==> config.mk <==
export PLATFORM = sky130hd
export DESIGN_NAME = grid_cell_locator
export DESIGN_NICKNAME = d
export VERILOG_FILES = /design/src/rtl/grid_cell_locator.sv
export SDC_FILE = /design/constraint.sdc
export NUM_CORES = 1
export LEC_CHECK = 0
export BUFFER_PORTS_ARGS = -buffer_cell sky130_fd_sc_hd__buf_2
export CAP_MARGIN = 20
export CORE_AREA = 2 2 433 435
export CTS_CLUSTER_DIAMETER = 30
export DETAILED_ROUTE_END_ITERATION = 10
export DIE_AREA = 0 0 435 437
export SLEW_MARGIN = 20
export SYNTH_ARGS = -nofsm -noshare
export SYNTH_HDL_FRONTEND = slang
export SYNTH_SLANG_ARGS = --single-unit
==> constraint.sdc <==
create_clock -name clk -period 2.8 [get_ports clk]
set_input_delay 0.28 -clock clk [delete_from_list [all_inputs] [get_ports clk]]
set_output_delay 0.28 -clock clk [all_outputs]
set_load 0.02 [all_outputs]
==> src/rtl/grid_cell_locator.sv <==
module grid_cell_locator #(
  parameter int COLS      = 10,
  parameter int ROWS      = 8,
  parameter int CELL      = 8,
  parameter int COL_PITCH = 13,
  parameter int ROW_PITCH = 13,
  parameter int X0        = 7,
  parameter int Y0        = 70,
  parameter int MAX_TILE  = 75,
  parameter int GLYPHS    = 16
) (
  input  logic                               clk,
  input  logic                               rst_n,
  input  logic                               line_start,
  input  logic                               frame_start,
  input  logic                               pix_valid,
  input  logic [GLYPHS*CELL*CELL-1:0]        glyph_bank,
  input  logic [MAX_TILE:0]                  hl_mask,
  output logic                               pix_on,
  output logic [$clog2(COLS*ROWS+1)-1:0]     tile_idx,
  output logic                               hl_flag
);
  localparam int GW   = CELL * CELL;
  localparam int TW   = $clog2(COLS*ROWS+1);
  localparam int BW   = $clog2(GW);
  localparam int GBW  = $clog2(GLYPHS*GW);
  localparam int HPW  = $clog2(COL_PITCH);
  localparam int VPW  = $clog2(ROW_PITCH);
  localparam int CW   = $clog2(COLS+1);
  localparam int RW   = $clog2(ROWS+1);
  localparam int XLW  = $clog2(X0+2);
  localparam int YLW  = $clog2(Y0+2);
  localparam int XLST = (X0 > 0) ? X0-1 : 0;
  localparam int YLST = (Y0 > 0) ? Y0-1 : 0;
  localparam logic X_IN0 = (X0 == 0);
  localparam logic Y_IN0 = (Y0 == 0);

  logic           h_in, v_in;
  logic [XLW-1:0] h_lead;
  logic [YLW-1:0] v_lead;
  logic [HPW-1:0] hc;
  logic [VPW-1:0] vc;
  logic [CW-1:0]  col;
  logic [RW-1:0]  row;

  always_ff @(posedge clk or negedge rst_n) begin
    if (!rst_n) begin
      h_in <= X_IN0; h_lead <= '0; hc <= '0; col <= '0;
    end else if (line_start || frame_start) begin
      h_in <= X_IN0; h_lead <= '0; hc <= '0; col <= '0;
    end else if (pix_valid) begin
      if (!h_in) begin
        if (h_lead == XLW'(XLST)) h_in <= 1'b1;
        else h_lead <= h_lead + 1'b1;
      end else if (col != CW'(COLS)) begin
        if (hc == HPW'(COL_PITCH-1)) begin
          hc <= '0; col <= col + 1'b1;
        end else hc <= hc + 1'b1;
      end
    end
  end

  always_ff @(posedge clk or negedge rst_n) begin
    if (!rst_n) begin
      v_in <= Y_IN0; v_lead <= '0; vc <= '0; row <= '0;
    end else if (frame_start) begin
      v_in <= Y_IN0; v_lead <= '0; vc <= '0; row <= '0;
    end else if (line_start) begin
      if (!v_in) begin
        if (v_lead == YLW'(YLST)) v_in <= 1'b1;
        else v_lead <= v_lead + 1'b1;
      end else if (row != RW'(ROWS)) begin
        if (vc == VPW'(ROW_PITCH-1)) begin
          vc <= '0; row <= row + 1'b1;
        end else vc <= vc + 1'b1;
      end
    end
  end

  logic          in_x, in_y, in_cell;
  logic [TW-1:0] tile_raw;
  logic [BW-1:0] bit_sel;

  assign in_x     = h_in && (col < CW'(COLS)) && (int'(hc) < CELL);
  assign in_y     = v_in && (row < RW'(ROWS)) && (int'(vc) < CELL);
  assign tile_raw = TW'(int'(col) * ROWS + int'(row) + 1);
  assign in_cell  = in_x && in_y && (int'(tile_raw) <= MAX_TILE);
  assign bit_sel  = BW'(GW - 1 - (int'(hc) + CELL * int'(vc)));

  logic          s1_hit;
  logic [TW-1:0] s1_tile;
  logic [BW-1:0] s1_bit;

  always_ff @(posedge clk or negedge rst_n) begin
    if (!rst_n) begin
      s1_hit <= 1'b0; s1_tile <= '0; s1_bit <= '0;
    end else begin
      s1_hit  <= pix_valid && in_cell;
      s1_tile <= (pix_valid && in_cell) ? tile_raw : '0;
      s1_bit  <= bit_sel;
    end
  end

  logic [GBW-1:0] gpos;
  assign gpos = GBW'((int'(s1_tile) % GLYPHS) * GW + int'(s1_bit));

  always_ff @(posedge clk or negedge rst_n) begin
    if (!rst_n) begin
      pix_on <= 1'b0; tile_idx <= '0; hl_flag <= 1'b0;
    end else begin
      pix_on   <= s1_hit && glyph_bank[gpos];
      tile_idx <= s1_tile;
      hl_flag  <= s1_hit && hl_mask[s1_tile];
    end
  end
endmodule

==> run metrics <==
Hold Path Class input port to flip-flop; number of nets with antenna violations after routing 0; Tmin final 3.27 ns; DIE AREA 0.190 mm²; die height 437 µm; ys flop type dfrtp_1; Post-synth ARST share 1.00; most frequent CP cell buf_4; Startpoint Class flip-flop; pre-CTS setup slack -0.977 ns; kind of critical path flip-flop to flip-flop; clk root buf clkbuf_16; hold path start line_start; Final HPWL DP 115000 µm; clk sinks 52; share of the synthesized area in the top cell type 0.232; Crit. End Element flip-flop; Pre-antenna DRT Iters 5; largest net degree at the start of global routing 53; first-pass GRT wire length 162000 µm; DIE WIDTH 435 µm; Placed Cells 4829; Slew headroom 0.444; Setup crit start s1_bit[0]$_DFF_PN0_; Distinct cells, synth 71; Core Footprint 0.185 mm²; routed vias/inst 3.36; layout cells sized above 1 0.674; Peak VDD IR 0.000246 V; crit path DAT 3.52 ns; Final period util 1.17; Nets 3505; main area contributors after synthesis mux4_2 23%, mux2i_1 15%, mux4_1 14%, dfrtp_1 11%, o22ai_1 2.8%; clock slew seen by the registers of the worst setup and hold paths 0.10 ns; Synth Warn # 0; placed cell areas 0.0223 mm²; delay-heaviest family, CP buffers and inverters; H-tree levels 2; RSZ-0062 raised after global routing yes; largest area contributor in the netlist mux4_2; Post-Syn Area 0.0122 mm²; initial antenna violation count 64; fin. max-slew vios 0; DRC viols 0; Maximum Capacitance Violations 0; Worst EP required 3.05 ns; worst-skew pair later-pin latency 0.33 ns; Static Leakage 11.4 nW; syn_nets 2234; Avg WL per Cell 26.3 µm; Critical Path End pix_on$_DFF_PN0_; Max Root-Sink Buffers 2; row count 158; CP max stage cell dfrtp_4; RePlAce Congestion 0.975; PD cells 132 mW/mm²; final setup violation count 1; post-synthesis area per instance 11.0 µm²; Top-Level Pins 1114; Crit Reg-Reg Endpoint pix_on$_DFF_PN0_; Finished Layout Cells 4888; Max Clock Freq 0.306 GHz; CP max stage delay 0.54 ns; synthesis-stage register bit count 52; total length of routed wires 128000 µm; overall routing resource usage 0.128; DR vias 16400; cts bufs inserted 5; total gr overflow 0; outcome finished with violations; Post-synth EDFFs 0; Register-to-Register Path Depth 14; failing checks negative setup slack; final hold violation count 0; R2R Setup Slk -0.47 ns; Seq/Total Area, Yosys 0.106; CP Max Fanout 7; RR Startpoint s1_bit[0]$_DFF_PN0_; vias in the first global route 16700; port bufs 1113; Min-Delay Path Depth 3; CTS tree done; total stage count of the critical path 14; DR iter-0 viols 1048; Area Growth Syn to Fin 89.9%; fill count 21200; clock skew 0.0174 ns; fin area 0.0232 mm²; sum of buffers and inverters on the critical path 6; crit path cell chain buf_16 > buf_12 > buf_16 > mux4_2 > o21ai_2 > a21oi_2 > buf_4 > nor3_4 > nor4_4 > buf_4 > o211ai_1 > buf_4 > or4_1 > o211ai_1; Mapped Cells 1114; worst setup margin -0.468 ns; worst slew pin tran 0.834 ns; initial core utilization 0.0661
## worst reg2reg max path, stage by stage (launching register included)
cell and delay [ns]:
dfrtp_4 0.54, buf_16 0.18, buf_12 0.17, buf_16 0.14
mux4_2 0.37, o21ai_2 0.07, a21oi_2 0.22, buf_4 0.17
nor3_4 0.05, nor4_4 0.32, buf_4 0.16, o211ai_1 0.07
buf_4 0.15, or4_1 0.47, o211ai_1 0.11
## worst min path at each step
stage                            end  slack, ns
6_report            v_in$_DFFE_PN0N_       0.24
5_1_grt             v_in$_DFFE_PN0N_       0.25
4_1_cts             v_in$_DFFE_PN0N_       0.23
3_5_place_dp   tile_idx[3]$_DFF_PN0_       0.30
3_3_place_gp   tile_idx[3]$_DFF_PN0_       0.30
2_1_floorplan     col[0]$_DFFE_PN0P_      -0.02
## stage by stage
| stage | hold WS [ns] | TNS [ns] | total power (W) | utilization |
|---|---|---|---|---|
| after global placement | 0.298 | -1.66 | 0.00231 | 0.120 |
| after detailed placement | 0.302 | -0.977 | 0.00232 | 0.121 |
| final | 0.237 | -0.468 | 0.00306 | 0.126 |
| after floorplan | -0.0156 | 0 | 0.00119 | - |
| after CTS | 0.225 | -0.625 | 0.00311 | 0.123 |
| after global routing | 0.248 | -0.615 | 0.00324 | 0.125 |
## what timing repair did
action	4_1_cts	5_1_grt
gates resized for setup	13	66
pin swaps	4	25
endpoints found under the hold margin	52	0
setup endpoints to repair	1	1
hold buffers	1	0
buffers inserted	8	19
gates cloned	1	4
## registers in the layout (all words and copies together) (netlist names), 4 cells and up
register	flops
s1_bit	6
s1_tile	7
hc	4
vc	4
h_lead	4
tile_idx	7
v_lead	7
row	4
col	4
## placed cells by master (no fill, tap or decap), types with 29 or more instances in the layout
cell type | netlist | routed
buf_2 | 29 | 1113
buf_4 | 16 | 204
mux2i_1 | 183 | 175
mux4_2 | 126 | 131
mux4_1 | 67 | 62
a21oi_1 | 66 | 60
nand2_1 | 54 | 52
nor2_1 | 55 | 51
o22ai_1 | 55 | 50
buf_12 | 13 | 45
dfrtp_1 | 52 | 44
o21ai_0 | 37 | 35
a22oi_1 | 34 | 29
## Yosys cell counts, types with 16 or more instances
cell / n
nand2_1: 54
nand3_1: 22
buf_2: 29
a211oi_1: 32
mux4_2: 126
o221ai_1: 18
a22oi_1: 34
nor3_1: 18
clkbuf_1: 27
inv_1: 23
buf_4: 16
a21oi_1: 66
mux4_1: 67
nor2_1: 55
mux2i_1: 183
o21ai_0: 37
o22ai_1: 55
dfrtp_1: 52
## layer usage
layer  vias to the layer above  track usage  part of all wire
met5                         -            0            0.0015
met3                       127       0.0283             0.068
met4                        32       0.0252             0.018
li1                       7262            -                 -
met1                      8201        0.167              0.43
met2                       788        0.214              0.48
## final cells by class
cell class | instances | area (µm²) | area share
multi-input cells | 921 | 10200 | 0.438
clock inverters | 3 | 27.5 | 0.00118
diodes | 22 | 55.1 | 0.00237
flip-flops and latches | 52 | 1320 | 0.0569
clock buffers | 5 | 125 | 0.00539
well taps | 2480 | 3100 | 0.134
repair buffers | 1381 | 8320 | 0.358
inverters | 24 | 92.6 | 0.00399
## kinds of logic (layout without fill, tap and decap cells)
family	after synthesis	in the layout	synth area share
muxes	382	382	0.531
xor gates and xnor gates	17	17	0.0122
buffers and inverters	141	1413	0.0888
and+or+nand+nor	219	219	0.0895
adders and majority gates	15	15	0.0153
AOI/OAI and AO/OA	288	288	0.157
DFF	52	52	0.106
other	0	22	0
## power by group
group | switching (W) | total, W | internal (W)
clock | 0.000393 | 0.000736 | 0.000343
combinational | 0.000637 | 0.00156 | 0.000923
sequential | 0.00000580 | 0.000761 | 0.000755
total | 0.00104 | 0.00306 | 0.00202
(Power assumes the default switching activity.)
